**src/rtl/sram_ctrl_pkg.sv**
```systemverilog
package sram_ctrl_pkg;

  typedef enum logic [2:0] {
    ST_IDLE   = 3'd0,
    ST_READ   = 3'd1,
    ST_WTURN  = 3'd2,
    ST_WPULSE = 3'd3,
    ST_WHOLD  = 3'd4
  } ctl_state_e;

  // nanoseconds to whole clock cycles, rounded up, never below one
  function automatic int ns_to_cyc(input int ns, input int period);
    int c;
    c = (ns + period - 1) / period;
    if (c < 1) c = 1;
    return c;
  endfunction

  function automatic int imax(input int a, input int b);
    return (a > b) ? a : b;
  endfunction

endpackage

```
**src/rtl/sram_cyc_timer.sv**
```systemverilog
module sram_cyc_timer #(
  parameter int W = 4
) (
  input  logic         clk,
  input  logic         rst_n,
  input  logic         load,
  input  logic [W-1:0] load_val,
  output logic         zero
);

  logic [W-1:0] cnt;

  always_ff @(posedge clk or negedge rst_n) begin
    if (!rst_n)          cnt <= '0;
    else if (load)       cnt <= load_val;
    else if (cnt != '0)  cnt <= cnt - 1'b1;
  end

  assign zero = (cnt == '0);


  timer_hold_chk: assert property (@(posedge clk) disable iff (!rst_n)
    (zero && !load) |=> zero);

endmodule

```
**src/rtl/sram_pwr_gate.sv**
```systemverilog
module sram_pwr_gate #(
  parameter int HOLD_CYC = 3
) (
  input  logic clk,
  input  logic rst_n,
  input  logic pwr_good,
  output logic pwr_ok
);

  localparam int W = $clog2(HOLD_CYC + 1);
  localparam logic [W-1:0] LIMIT = W'(HOLD_CYC);

  logic [W-1:0] cnt;

  always_ff @(posedge clk or negedge rst_n) begin
    if (!rst_n)          cnt <= '0;
    else if (!pwr_good)  cnt <= '0;
    else if (cnt != LIMIT) cnt <= cnt + 1'b1;
  end

  assign pwr_ok = pwr_good && (cnt == LIMIT);


  pwr_ok_chk: assert property (@(posedge clk) disable iff (!rst_n)
    pwr_ok |-> $past(pwr_good));

endmodule

```
**src/rtl/sram_async_ctrl.sv**
```systemverilog
module sram_async_ctrl
  import sram_ctrl_pkg::*;
#(
  parameter int ADDR_W        = 11,
  parameter int DATA_W        = 8,
  parameter int CLK_PERIOD_NS = 20,
  parameter int T_RC_NS       = 70,
  parameter int T_ACC_NS      = 70,
  parameter int T_AS_NS       = 10,
  parameter int T_OEZ_NS      = 35,
  parameter int T_WP_NS       = 40,
  parameter int T_DS_NS       = 30,
  parameter int T_CW_NS       = 45,
  parameter int T_AW_NS       = 50,
  parameter int T_DH_NS       = 10,
  parameter int T_AH_NS       = 10,
  parameter int T_PWRUP_NS    = 55
) (
  input  logic              clk,
  input  logic              rst_n,
  input  logic              pwr_good,
  input  logic              req_valid,
  output logic              req_ready,
  input  logic              req_write,
  input  logic [ADDR_W-1:0] req_addr,
  input  logic [DATA_W-1:0] req_wdata,
  output logic              rsp_valid,
  output logic [DATA_W-1:0] rsp_rdata,
  output logic [ADDR_W-1:0] mem_addr,
  output logic              mem_ce_n,
  output logic              mem_we_n,
  output logic              mem_oe_n,
  output logic [DATA_W-1:0] mem_dq_o,
  output logic              mem_dq_oe,
  input  logic [DATA_W-1:0] mem_dq_i
);

  localparam int P         = CLK_PERIOD_NS;
  localparam int CYC_CYC   = ns_to_cyc(T_RC_NS, P);
  localparam int ACC_CYC   = ns_to_cyc(T_ACC_NS, P);
  localparam int TURN_CYC  = ns_to_cyc(imax(T_AS_NS, T_OEZ_NS), P);
  localparam int PULSE_CYC = ns_to_cyc(imax(imax(T_WP_NS, T_DS_NS),
                                            imax(T_CW_NS, T_AW_NS - T_AS_NS)), P);
  localparam int HOLD_CYC  = ns_to_cyc(imax(T_DH_NS, T_AH_NS), P);
  localparam int PWR_CYC   = ns_to_cyc(T_PWRUP_NS, P);
  localparam int MAX_CYC   = imax(imax(CYC_CYC, ACC_CYC),
                                  imax(imax(TURN_CYC, PULSE_CYC), HOLD_CYC));
  localparam int CW        = $clog2(MAX_CYC + 1);

  ctl_state_e        st, nxt;
  logic              pwr_ok;
  logic              accept;
  logic              ph_load, ph_zero, cyc_zero;
  logic [CW-1:0]     ph_val;
  logic [ADDR_W-1:0] addr_q;
  logic [DATA_W-1:0] wdata_q;
  logic              ce_n_q, we_n_q, oe_n_q, dq_oe_q;

  sram_pwr_gate #(.HOLD_CYC(PWR_CYC)) u_pwr (
    .clk      (clk),
    .rst_n    (rst_n),
    .pwr_good (pwr_good),
    .pwr_ok   (pwr_ok)
  );

  // phase counter: length of each strobe phase
  sram_cyc_timer #(.W(CW)) u_phase (
    .clk      (clk),
    .rst_n    (rst_n),
    .load     (ph_load),
    .load_val (ph_val),
    .zero     (ph_zero)
  );

  // minimum cycle time from acceptance to next acceptance
  sram_cyc_timer #(.W(CW)) u_cycle (
    .clk      (clk),
    .rst_n    (rst_n),
    .load     (accept),
    .load_val (CW'(CYC_CYC)),
    .zero     (cyc_zero)
  );

  assign req_ready = (st == ST_IDLE) && cyc_zero && pwr_ok;
  assign accept    = req_valid && req_ready;

  always_comb begin
    nxt     = st;
    ph_load = 1'b0;
    ph_val  = '0;
    unique case (st)
      ST_IDLE: if (accept) begin
        nxt     = req_write ? ST_WTURN : ST_READ;
        ph_load = 1'b1;
        ph_val  = req_write ? CW'(TURN_CYC - 1) : CW'(ACC_CYC - 1);
      end
      ST_READ: if (ph_zero) nxt = ST_IDLE;
      ST_WTURN: if (ph_zero) begin
        nxt     = ST_WPULSE;
        ph_load = 1'b1;
        ph_val  = CW'(PULSE_CYC - 1);
      end
      ST_WPULSE: if (ph_zero) begin
        nxt     = ST_WHOLD;
        ph_load = 1'b1;
        ph_val  = CW'(HOLD_CYC - 1);
      end
      ST_WHOLD: if (ph_zero) nxt = ST_IDLE;
      default: nxt = ST_IDLE;
    endcase
  end

  // state and strobes registered together so strobes never glitch
  always_ff @(posedge clk or negedge rst_n) begin
    if (!rst_n) begin
      st      <= ST_IDLE;
      ce_n_q  <= 1'b1;
      we_n_q  <= 1'b1;
      oe_n_q  <= 1'b1;
      dq_oe_q <= 1'b0;
    end else begin
      st      <= nxt;
      ce_n_q  <= (nxt == ST_IDLE);
      oe_n_q  <= (nxt != ST_READ);
      we_n_q  <= (nxt != ST_WPULSE);
      dq_oe_q <= (nxt == ST_WPULSE) || (nxt == ST_WHOLD);
    end
  end

  always_ff @(posedge clk or negedge rst_n) begin
    if (!rst_n) begin
      addr_q  <= '0;
      wdata_q <= '0;
    end else if (accept) begin
      addr_q  <= req_addr;
      wdata_q <= req_wdata;
    end
  end

  always_ff @(posedge clk or negedge rst_n) begin
    if (!rst_n) begin
      rsp_valid <= 1'b0;
      rsp_rdata <= '0;
    end else begin
      rsp_valid <= (st == ST_READ) && ph_zero;
      if ((st == ST_READ) && ph_zero) rsp_rdata <= mem_dq_i;
    end
  end

  assign mem_addr  = addr_q;
  assign mem_dq_o  = wdata_q;
  assign mem_ce_n  = ce_n_q;
  assign mem_we_n  = we_n_q;
  assign mem_oe_n  = oe_n_q;
  assign mem_dq_oe = dq_oe_q;


  no_contention_chk: assert property (@(posedge clk) disable iff (!rst_n)
    mem_dq_oe |-> mem_oe_n);


  addr_stable_chk: assert property (@(posedge clk) disable iff (!rst_n)
    !mem_we_n |-> $stable(mem_addr));


  turnaround_chk: assert property (@(posedge clk) disable iff (!rst_n)
    $fell(mem_we_n) |-> ($past(mem_oe_n) && !$past(mem_dq_oe) && !$past(mem_ce_n)));


  we_rise_hold_chk: assert property (@(posedge clk) disable iff (!rst_n)
    $rose(mem_we_n) |-> (mem_dq_oe && !mem_ce_n && $stable(mem_addr)));


  ready_drop_chk: assert property (@(posedge clk) disable iff (!rst_n)
    (req_valid && req_ready) |=> !req_ready);


  rsp_pulse_chk: assert property (@(posedge clk) disable iff (!rst_n)
    rsp_valid |=> !rsp_valid);


  holdoff_ce_chk: assert property (@(posedge clk) disable iff (!rst_n)
    (!pwr_ok && mem_ce_n) |=> (mem_ce_n || $past(accept)));

endmodule

```
**config.mk**
```make
export PLATFORM = sky130hd
export DESIGN_NAME = sram_async_ctrl
export DESIGN_NICKNAME = d
export VERILOG_FILES = /design/src/rtl/sram_ctrl_pkg.sv /design/src/rtl/sram_cyc_timer.sv /design/src/rtl/sram_pwr_gate.sv /design/src/rtl/sram_async_ctrl.sv
export SDC_FILE = /design/constraint.sdc
export NUM_CORES = 1
export LEC_CHECK = 0
export BUFFER_PORTS_ARGS = -buffer_cell sky130_fd_sc_hd__buf_2
export CORE_ASPECT_RATIO = 1.1
export CORE_MARGIN = 2
export CORE_UTILIZATION = 44
export DETAILED_ROUTE_END_ITERATION = 6
export PLACE_DENSITY = 0.75
export SYNTH_ARGS = -nofsm -noshare
export SYNTH_HDL_FRONTEND = slang
export SYNTH_SLANG_ARGS = --single-unit
```
**constraint.sdc**
```tcl
create_clock -name clk -period 2.2 [get_ports clk]
set_clock_uncertainty 0.2 [all_clocks]
set_input_delay 0.66 -clock clk [delete_from_list [all_inputs] [get_ports clk]]
set_output_delay 0.66 -clock clk [all_outputs]
set_load 0.01 [all_outputs]
```
# Word level (Yosys, flattened, before mapping)
# Cells that the tools add are included.
[classes]
n_addsub = 3
eq_ne = 11
n_reduce_logical = 16
muxes = 19
[ops]
columns = ["operator", "count"]
rows = [
  ["3-bit two-way mux", 8],
  ["3-bit zero test", 4],
  ["2-bit two-way mux", 6],
  ["3-bit one-hot mux with 4 select lines", 1],
  ["3-bit by 2-bit == test with 1-bit output (second input constant)", 3],
  ["3-bit == test (second input constant)", 2],
  ["3-bit nonzero test", 2],
  ["3-bit by 1-bit subtractor with 3-bit output (second input constant)", 2],
  ["1-bit logical AND", 5],
  ["2-bit one-hot mux with 2 select lines", 1],
  ["2-bit nonzero test", 2],
  ["2-bit OR reduction", 2],
  ["3-bit by 1-bit == test with 1-bit output (second input constant)", 1],
  ["3-bit by 1-bit inequality test with 1-bit output (second input constant)", 1],
  ["3-bit by 2-bit inequality test with 1-bit output (second input constant)", 1],
  ["2-bit by 1-bit adder with 2-bit output (second input constant)", 1],
  ["2-bit == test (second input constant)", 1],
  ["1-bit two-way mux", 2],
  ["2-bit by 1-bit inequality test with 1-bit output (second input constant)", 1],
  ["2-bit inequality test (second input constant)", 1],
  ["1-bit one-hot mux with 2 select lines", 1],
  ["1-bit logical OR", 1],
]
[word_totals]
out_inout_bits = 33
register_bits = 43
inputBits = 32
word_cells = 61

# Logic depth before layout (Yosys ltp)
# Gate-level depths: netlist (run 1).
[logic_depth]
word_depth = 8
mapped_depth = 8
depth_no_buf = 6

# Hierarchy
# From an unflattened synthesis (run 1), not the netlist that was laid out.
[hier_totals]
hier_cells = 147
hier_area_um2 = 1948.1
[by_module_without_submodules]
columns = ["mod", "seq_area_each_um2", "cells_each", "n_inst", "area_per_inst_um2"]
rows = [
  ["sram_async_ctrl", 879.6, 97, 1, 1445.1],
  ["sram_cyc_timer at u_cycle", 75.1, 21, 1, 201.4],
  ["sram_cyc_timer at u_phase", 75.1, 21, 1, 200.2],
  ["sram_pwr_gate", 50.0, 8, 1, 101.3],
]

# Worst setup path after synthesis (run 1)
# No wires, ideal clock.
[synth_path]
kind = "reg2reg"
start = "register u_cycle.cnt[0]"
end = "register addr_q[8], in the netlist mem_addr[8]"
n_path_buf = 2
synth_period_minus_slack_ns = 2.294
path_stages_with_launch = 8
setup_ns = 0.127
t_required_ns = 1.873
t_arrival_ns = 1.967
setup_slack_ns = -0.094
path_cell_list = "dfrtp_1 -> inv_1 -> ha_1 -> or4b_4 -> nor4b_2 -> buf_4 -> buf_6 -> mux2_1"
[synth_via]
elab_chain_len = 4
[synth_lines]
columns = ["element", "line", "rtl"]
rows = [
  ["start, declared", "sram_cyc_timer.sv:11", "logic [W-1:0] cnt;"],
  ["start signal, assigned", "sram_cyc_timer.sv:15", "else if (load) cnt <= load_val;"],
  ["start signal, assigned", "sram_cyc_timer.sv:16", "else if (cnt != '0) cnt <= cnt - 1'b1;"],
  ["3-bit zero test", "sram_cyc_timer.sv:19", "assign zero = (cnt == '0);"],
  ["1-bit logical AND (2 in series)", "sram_async_ctrl.sv:84", "assign req_ready = (st == ST_IDLE) && cyc_zero && pwr_ok;"],
  ["1-bit logical AND", "sram_async_ctrl.sv:85", "assign accept = req_valid && req_ready;"],
  ["end signal, assigned", "sram_async_ctrl.sv:135", "addr_q <= req_addr;"],
  ["end, declared", "sram_async_ctrl.sv:55", "logic [ADDR_W-1:0] addr_q;"],
]
# No other way between the ends.
# A chain may end at the register's enable or synchronous reset.

# Worst setup path after layout (run 1)
[layout_path]
start = "register u_cycle.cnt[0]"
end = "output port req_ready"
[layout_via]
elab_chain_len = 3
[layout_lines]
columns = ["element", "line", "rtl"]
rows = [
  ["3-bit zero test", "sram_cyc_timer.sv:19", ""],
  ["1-bit logical AND (2 in series)", "sram_async_ctrl.sv:84", ""],
  ["end, declared", "sram_async_ctrl.sv:23", "output logic req_ready,"],
]
# No other way between the ends.

==> impl_summary.txt, run 1 <==
----------------------------------------------------
[Logic synthesis]
  Cell area after technology mapping ... between 1500 and 2000 um2
  Mean Syn Cell Area ... approximately 14 um2
  Number of flops mapped to enable cells by yosys ... 0
  Top FF cell, synth ... sky130_fd_sc_hd__dfrtp_1
  Register bit total from synthesis ... 43
  Instance count of the mapped netlist ... around 130
  Share of synthesized registers carrying an async set or reset ... 1.00
  Yosys warns ... 0
  Sequential share of the synthesized area ... 0.583
  Net Count, Synth ... 171
  Library cells used by synthesis ... 32

[Layout]
  Net count of the finished layout ... about 260
  Area of all placed cells without fillers ... ~2600 um2
  Share of final-layout standard cells stronger than drive strength 1 ... 0.599
  Post-synthesis to final-layout area growth ... 41.1%
  Inserted Diodes ... 0

[Critical path]
  Peak fanout along the critical path ... 2
  Crit Path Class ... flip-flop to output pin
  Kind of cell adding the most delay to the critical path ... simple AND/OR/NAND/NOR gates
  CP arrival ... approximately 1.7 ns
  Critical path data required time ... roughly 1.3 ns
  Cell with the biggest individual delay on the critical path ... sky130_fd_sc_hd__or4b_4
  Combined buffer and inverter count along the critical path ... 2
  CP Launch Type ... flip-flop
  Category of the worst setup path capture point ... output pin
  Critical path's largest stage delay ... ~0.46 ns
  Cell-by-cell listing of the critical path ... inv_2 -> ha_4 -> or4b_4 -> nor3_2 -> buf_2

[Detailed routing]
  Via-to-Cell Ratio ... around 4.8
  First-pass detailed-route iteration total ... 4
  Number of routed nets with antenna violations ... 0
  Iteration-0 DRC count of the detailed router ... 53
  Wire per inst ... around 14 um
  Final wirelength ... roughly 3800 um
  Number of vias in the routed layout ... ~1300
  Total DRC errors in the routed layout ... 0

[Place]
  Final weighted congestion in routability-driven placement ... roughly 0.76
  Worst-case setup slack after placement ... -0.124 ns
  Cell area after placement ... 2310 um2
  Count of buffers from port buffering ... between 60 and 70
  Half-perimeter wire length of the detailed placement result ... approximately 2500 um

[Timing]
  Slew Limit Headroom ... 0.749
  Unrepaired setup endpoints after global routing ... yes
  Transition at the pin with the smallest max-transition slack ... between 0.3 and 0.4 ns
  Fin crit share ... 1.14
  Highest clock frequency the design can meet ... 399 MHz
  Number of failing setup endpoints in the final timing report ... 29
  Worst setup margin ... -0.309 ns
  Period minus WS final ... 2.51 ns
  Final Hold Viols ... 0
  Pins Over Slew Limit ... 0

[Global route]
  Global-route wire length before repair ... approximately 6300 um
  Number of antenna violations at the first check in global routing ... 0
  Total GRT Usage ... 0.176
  Largest net degree at the start of global routing ... 27
  Total congestion overflow after global routing ... 0
  Via count of the first global-routing pass ... 1406

[Status]
  Failing checks ... negative setup slack
  Status ... finished, violations left

[Die]
  Floorplan core area ... ~4000 um2
  Initial core utilization ... 0.464
  Die Span X ... 65.9 um
  Total Die Area ... 4740 um2
  Count of standard-cell rows ... 24
  Top-level I/O count ... 65
  Die Height ... ~72 um

[Clocking]
  TritonCTS clock tree ... yes
  Number of buffers added by the clock tree synthesis step ... 5
  Clock Path Buffers ... 2
  TritonCTS Sinks ... 43
  H-Tree Depth ... 2
  Insertion delay to the later sink of the worst-skew pair ... 0.30 ns
  Clock slew at reported path FFs ... 0.08 ns
  Clock root buffer master ... sky130_fd_sc_hd__clkbuf_8

[Worst hold path]
  Class of the tightest hold or removal check ... flip-flop to flip-flop

[Power]
  Worst-case vdd ir drop ... ~570 uV
  Static leakage ... between 1 and 1.5 nW
  Power per cell area ... ~1100 nW/um2

[Run]
  Max-cap check violation count ... 0

----------------------------------------------------
==> path summary, 6_finish.rpt <==
path | from | end | slack (ns) | depth (start not counted)
worst max register to register | u_cycle.cnt[0] | mem_dq_o[0] | -0.26 | 8
worst min register to register | rsp_rdata[5] | rsp_rdata[5] | 0.30 | 1
min in group asynchronous | rst_n | u_cycle.cnt[1] | 0.53 | 2
max in group asynchronous | rst_n | mem_ce_n | 0.66 | 3
worst max-delay path | u_cycle.cnt[0] | req_ready | -0.31 | 5
worst min-delay path | rsp_rdata[5] | rsp_rdata[5] | 0.30 | 1
==> cell families after synthesis <==
family | after synthesis | synth area share
xor+xnor | 3 | 0.0142
compound gates | 10 | 0.0338
fa+ha+maj | 5 | 0.0338
mux | 28 | 0.190
buf+inv | 10 | 0.0351
flops | 43 | 0.583
simple gates | 35 | 0.110
==> synthesized netlist by cell type (2+ instances only) <==
library cell	count	area, um2
sky130_fd_sc_hd__a21oi_1	3	15.0
sky130_fd_sc_hd__dfrtp_1	40	1000
sky130_fd_sc_hd__dfstp_2	3	78.8
sky130_fd_sc_hd__ha_1	5	62.6
sky130_fd_sc_hd__inv_1	6	22.5
sky130_fd_sc_hd__mux2_1	2	22.5
sky130_fd_sc_hd__mux2_2	15	169
sky130_fd_sc_hd__mux2_4	10	150
sky130_fd_sc_hd__nand2_1	8	30.0
sky130_fd_sc_hd__nand2b_1	4	25.0
sky130_fd_sc_hd__nor2_1	6	22.5
sky130_fd_sc_hd__nor2b_1	4	25.0
sky130_fd_sc_hd__nor3_1	5	25.0
sky130_fd_sc_hd__o21ai_0	3	15.0
sky130_fd_sc_hd__xnor2_1	3	26.3
==> power by group <==
| group | switching [W] | internal [W] |
|---|---|---|
| clock | 0.000265 | 0.000338 |
| sequential | 0.000136 | 0.00105 |
| combinational | 0.000487 | 0.000591 |
==> registers in the layout (all words and copies together), names as in the netlist <==
signal,flops
st,3
mem_we_n,1
mem_oe_n,1
mem_ce_n,1
u_cycle.cnt,3
mem_addr,11
mem_dq_o,8
u_pwr.cnt,2
mem_dq_oe,1
rsp_valid,1
u_phase.cnt,3
rsp_rdata,8
==> placed cells by master (no fill, tap or decap), types with 2 or more instances in the layout <==
master	instances
sky130_fd_sc_hd__nor3_2	2
sky130_fd_sc_hd__buf_4	13
sky130_fd_sc_hd__nor2_1	6
sky130_fd_sc_hd__buf_16	3
sky130_fd_sc_hd__dfrtp_1	40
sky130_fd_sc_hd__inv_2	2
sky130_fd_sc_hd__inv_1	4
sky130_fd_sc_hd__buf_2	64
sky130_fd_sc_hd__clkbuf_8	5
sky130_fd_sc_hd__nand2_1	7
sky130_fd_sc_hd__nor3_1	4
sky130_fd_sc_hd__buf_6	2
sky130_fd_sc_hd__nand2b_1	4
sky130_fd_sc_hd__mux2_2	8
sky130_fd_sc_hd__dfstp_2	3
sky130_fd_sc_hd__ha_1	4
sky130_fd_sc_hd__mux2_4	19
sky130_fd_sc_hd__xnor2_1	3
sky130_fd_sc_hd__o21ai_0	2
sky130_fd_sc_hd__a21oi_1	3
sky130_fd_sc_hd__nor2b_1	3
==> area by class of cell <==
class	count	area [um2]
Multi-Input combinational cell	81	786
Clock inverter	3	43.8
Timing Repair Buffer	84	548
Sequential cell	43	1080
Fill cell	318	1380
Clock buffer	5	68.8
Inverter	6	22.5
Tap cell	52	65.1
==> through the flow <==
step	hold WS (ns)	TNS (ns)	utilization	instances	power [W]
floorplan	0.164	-0.617	-	134	0.00179
global placement	0.281	-1.02	0.578	257	0.00215
detailed placement	0.287	-1.96	0.578	257	0.00218
CTS	0.309	-2.82	0.650	274	0.00284
global route	0.331	-8.01	0.654	274	0.00307
finish	0.305	-5.43	0.654	274	0.00286
==> layer usage <==
metal / track usage / part of all wire / up-vias
met5: 0 / 0 / -
met4: 0.0833 / 0.023 / 0
met3: 0.0372 / 0.039 / 6
met2: 0.310 / 0.53 / 36
met1: 0.202 / 0.40 / 647
li1: - / - / 631
==> what timing repair did <==
action                     CTS  global route
buffers inserted             5             2
hold buffers                 1             0
hold endpoints to repair     5             0
setup endpoints to repair   23            29
pin swaps                    3             2
gates cloned                 3             0
gates resized for setup     16             9
No activity file was read; power rests on OpenSTA's default activity.
==> run 2: changes to the inputs <==
Clock period 2.2 ns to 2.1 ns, I/O delays scaled along.
==> impl_summary.txt, run 2 (synthesized netlist as in run 1, its figures left out) <==
----------------------------------------------------
[Status]
  Status ... finished, violations left (unchanged)
  Failing checks ... negative setup slack (unchanged)

[Layout]
  Inserted Diodes ... 0 (unchanged)
  Fillers ... 314 (was 318)
  Share of final-layout standard cells stronger than drive strength 1 ... 0.603 (was 0.599)
  Top library cells by usage in the layout, fill and taps aside ... 64 x sky130_fd_sc_hd__buf_2, 40 x sky130_fd_sc_hd__dfrtp_1, 17 x sky130_fd_sc_hd__buf_4 (was 64 x sky130_fd_sc_hd__buf_2, 40 x sky130_fd_sc_hd__dfrtp_1, 19 x sky130_fd_sc_hd__mux2_4)
  Leading cell type in the layout, fill and taps excluded ... sky130_fd_sc_hd__buf_2 (unchanged)
  Max FFs per register ... 11 (unchanged)
  Post-synthesis to final-layout area growth ... 38.5% (was 41.1%)
  Non-filler cells, final ... 276 (was 274)
  Net count of the finished layout ... 260 (was 258)

[Detailed routing]
  Total DRC errors in the routed layout ... 0 (unchanged)
  Final wirelength ... 3620 um (was 3790 um)
  Number of vias in the routed layout ... 1297 (was 1320)
  Number of routed nets with antenna violations ... 0 (unchanged)
  First-pass detailed-route iteration total ... 4 (unchanged)
  Iteration-0 DRC count of the detailed router ... 52 (was 53)
  Via-to-Cell Ratio ... 4.70 (was 4.82)
  Wire per inst ... 13.1 um (was 13.8 um)

[Critical path]
  Startpoint of the lowest-slack register-to-register path ... u_cycle.cnt[1] (was u_cycle.cnt[0])
  Crit Path Class ... flip-flop to output pin (unchanged)
  Peak fanout along the critical path ... 2 (unchanged)
  Launching instance or port of the critical path ... u_cycle.cnt[1] (was u_cycle.cnt[0])
  Critical path data required time ... 1.27 ns (was 1.34 ns)
  Combined buffer and inverter count along the critical path ... 2 (unchanged)
  CP arrival ... 1.61 ns (was 1.65 ns)
  Cell with the biggest individual delay on the critical path ... sky130_fd_sc_hd__or4b_4 (unchanged)
  Kind of cell adding the most delay to the critical path ... simple AND/OR/NAND/NOR gates (unchanged)
  Cell-by-cell listing of the critical path ... inv_2 -> ha_4 -> or4b_4 -> nor3_2 -> buf_2 (unchanged)
  CP Launch Type ... flip-flop (unchanged)
  Critical path's largest stage delay ... 0.46 ns (about the same)
  Category of the worst setup path capture point ... output pin (unchanged)

[Die]
  Die Span X ... 65.9 um (unchanged)
  Die Height ... 72.0 um (unchanged)
  Floorplan core area ... 3990 um2 (unchanged)
  Top-level I/O count ... 65 (unchanged)
  Count of standard-cell rows ... 24 (unchanged)
  Initial core utilization ... 0.464 (unchanged)
  Total Die Area ... 4740 um2 (unchanged)

[Timing]
  Period minus WS final ... approximately 2.4 ns
  Worst setup margin ... -0.335 ns (was -0.309 ns)
  Slew Limit Headroom ... 0.717 (was 0.749)
  Fin crit share ... 1.16
  Pins Over Slew Limit ... 0 (unchanged)
  Unrepaired setup endpoints after global routing ... yes (unchanged)
  Number of failing setup endpoints in the final timing report ... 30 (was 29)
  Highest clock frequency the design can meet ... between 400 and 500 MHz
  WHS ... 0.0658 ns (was 0.305 ns)
  Final Hold Viols ... 0 (unchanged)
  Transition at the pin with the smallest max-transition slack ... 0.424 ns (was 0.372 ns)

[Global route]
  Top Usage Layer GRT ... met2 (unchanged)
  Fraction of met3 tracks used by global routing ... 0.0527 (was 0.0372)
  Largest net degree at the start of global routing ... 27 (unchanged)
  Total GRT Usage ... 0.173 (was 0.176)
  Met1 usage in global routing ... 0.219 (was 0.202)
  Via count of the first global-routing pass ... 1312 (was 1406)
  Global-route wire length before repair ... 6230 um (was 6250 um)
  Met2 usage in global routing ... 0.294 (was 0.310)
  Number of antenna violations at the first check in global routing ... 0 (unchanged)
  Total congestion overflow after global routing ... 0 (unchanged)

[Clocking]
  Clock Path Buffers ... 2 (unchanged)
  TritonCTS Sinks ... 43 (unchanged)
  Clock slew at reported path FFs ... 0.08 ns (about the same)
  Number of buffers added by the clock tree synthesis step ... 5 (unchanged)
  Clock root buffer master ... sky130_fd_sc_hd__clkbuf_8 (unchanged)
  H-Tree Depth ... 2 (unchanged)
  TritonCTS clock tree ... yes (unchanged)
  Quantity of hold-fixing buffers added after cts ... 0 (was 1)
  Insertion delay to the later sink of the worst-skew pair ... 0.29 ns (was 0.30 ns)

[Place]
  Dpl cells ... 260 (was 257)
  Final weighted congestion in routability-driven placement ... 0.745 (was 0.761)
  Count of buffers from port buffering ... 64 (unchanged)
  Half-perimeter wire length of the detailed placement result ... 2600 um (was 2550 um)

[Power]
  Power per cell area ... 1180 nW/um2 (was 1100 nW/um2)
  Power, Total ... 0.00302 W (was 0.00286 W)
  Static leakage ... 1.37 nW (about the same)
  Worst-case vdd ir drop ... 649 uV (was 571 uV)

[Worst hold path]
  Class of the tightest hold or removal check ... input port to async pin (was flip-flop to flip-flop)

[Run]
  Max-cap check violation count ... 0 (unchanged)

----------------------------------------------------
-- run 2: path summary, 6_finish.rpt --
check                      slack (ns)  depth (start not counted)              to
max                             -0.34                          5       req_ready
min                              0.07                          1     mem_addr[8]
max reg2reg                     -0.31                          8     mem_addr[4]
min reg2reg                      0.30                          1    rsp_rdata[1]
max in group asynchronous        1.16                          2  u_cycle.cnt[0]
min in group clk                 0.30                          1    rsp_rdata[1]
-- run 2: through the flow --
step	worst slack [ns]	area, um2	TNS, ns	utilization
after global routing	-0.415	2560	-9.08	0.642
after CTS	-0.348	2550	-6.09	0.638
final	-0.335	2560	-6.76	0.642
after floorplan	-0.148	1860	-2.23	-
after global placement	-0.147	2330	-2.82	0.584
after detailed placement	-0.213	2330	-4.18	0.584
-- run 2: report_power, final --
group	total (W)	switching, W	internal (W)
clock network	0.000630	0.000276	0.000354
registers	0.00123	0.000134	0.00110
logic	0.00116	0.000520	0.000639
-- run 2: final cells by class --
cell class	instances	area, um2	area share
inverter	6	22.5	0.00878
sequential	43	1080	0.421
multi-input combinational	81	768	0.300
clock inverter	3	43.8	0.0171
clock buffer	5	68.8	0.0268
timing repair buffer	86	517	0.201
tap	52	65.1	0.0254
-- run 2: worst reg2reg max path, stage by stage, from the launching register on --
cell and delay [ns]:
sky130_fd_sc_hd__dfrtp_1 0.39, sky130_fd_sc_hd__inv_2 0.08, sky130_fd_sc_hd__ha_4 0.13, sky130_fd_sc_hd__or4b_4 0.46, sky130_fd_sc_hd__buf_4 0.16, sky130_fd_sc_hd__nor4b_4 0.25
sky130_fd_sc_hd__buf_4 0.20, sky130_fd_sc_hd__buf_8 0.14, sky130_fd_sc_hd__mux2_4 0.30
-- run 2: repair_timing --
action	CTS	global route
pin swaps	2	0
endpoints found under the setup margin	27	30
buffers inserted	7	1
gates resized for setup	14	6
gates cloned	1	0
-- run 2: metal layers --
layer	vias to the layer above	part of all wire
li1	637	-
met1	627	0.40
met2	31	0.55
met3	2	0.045
met4	0	0.0050
met5	-	0
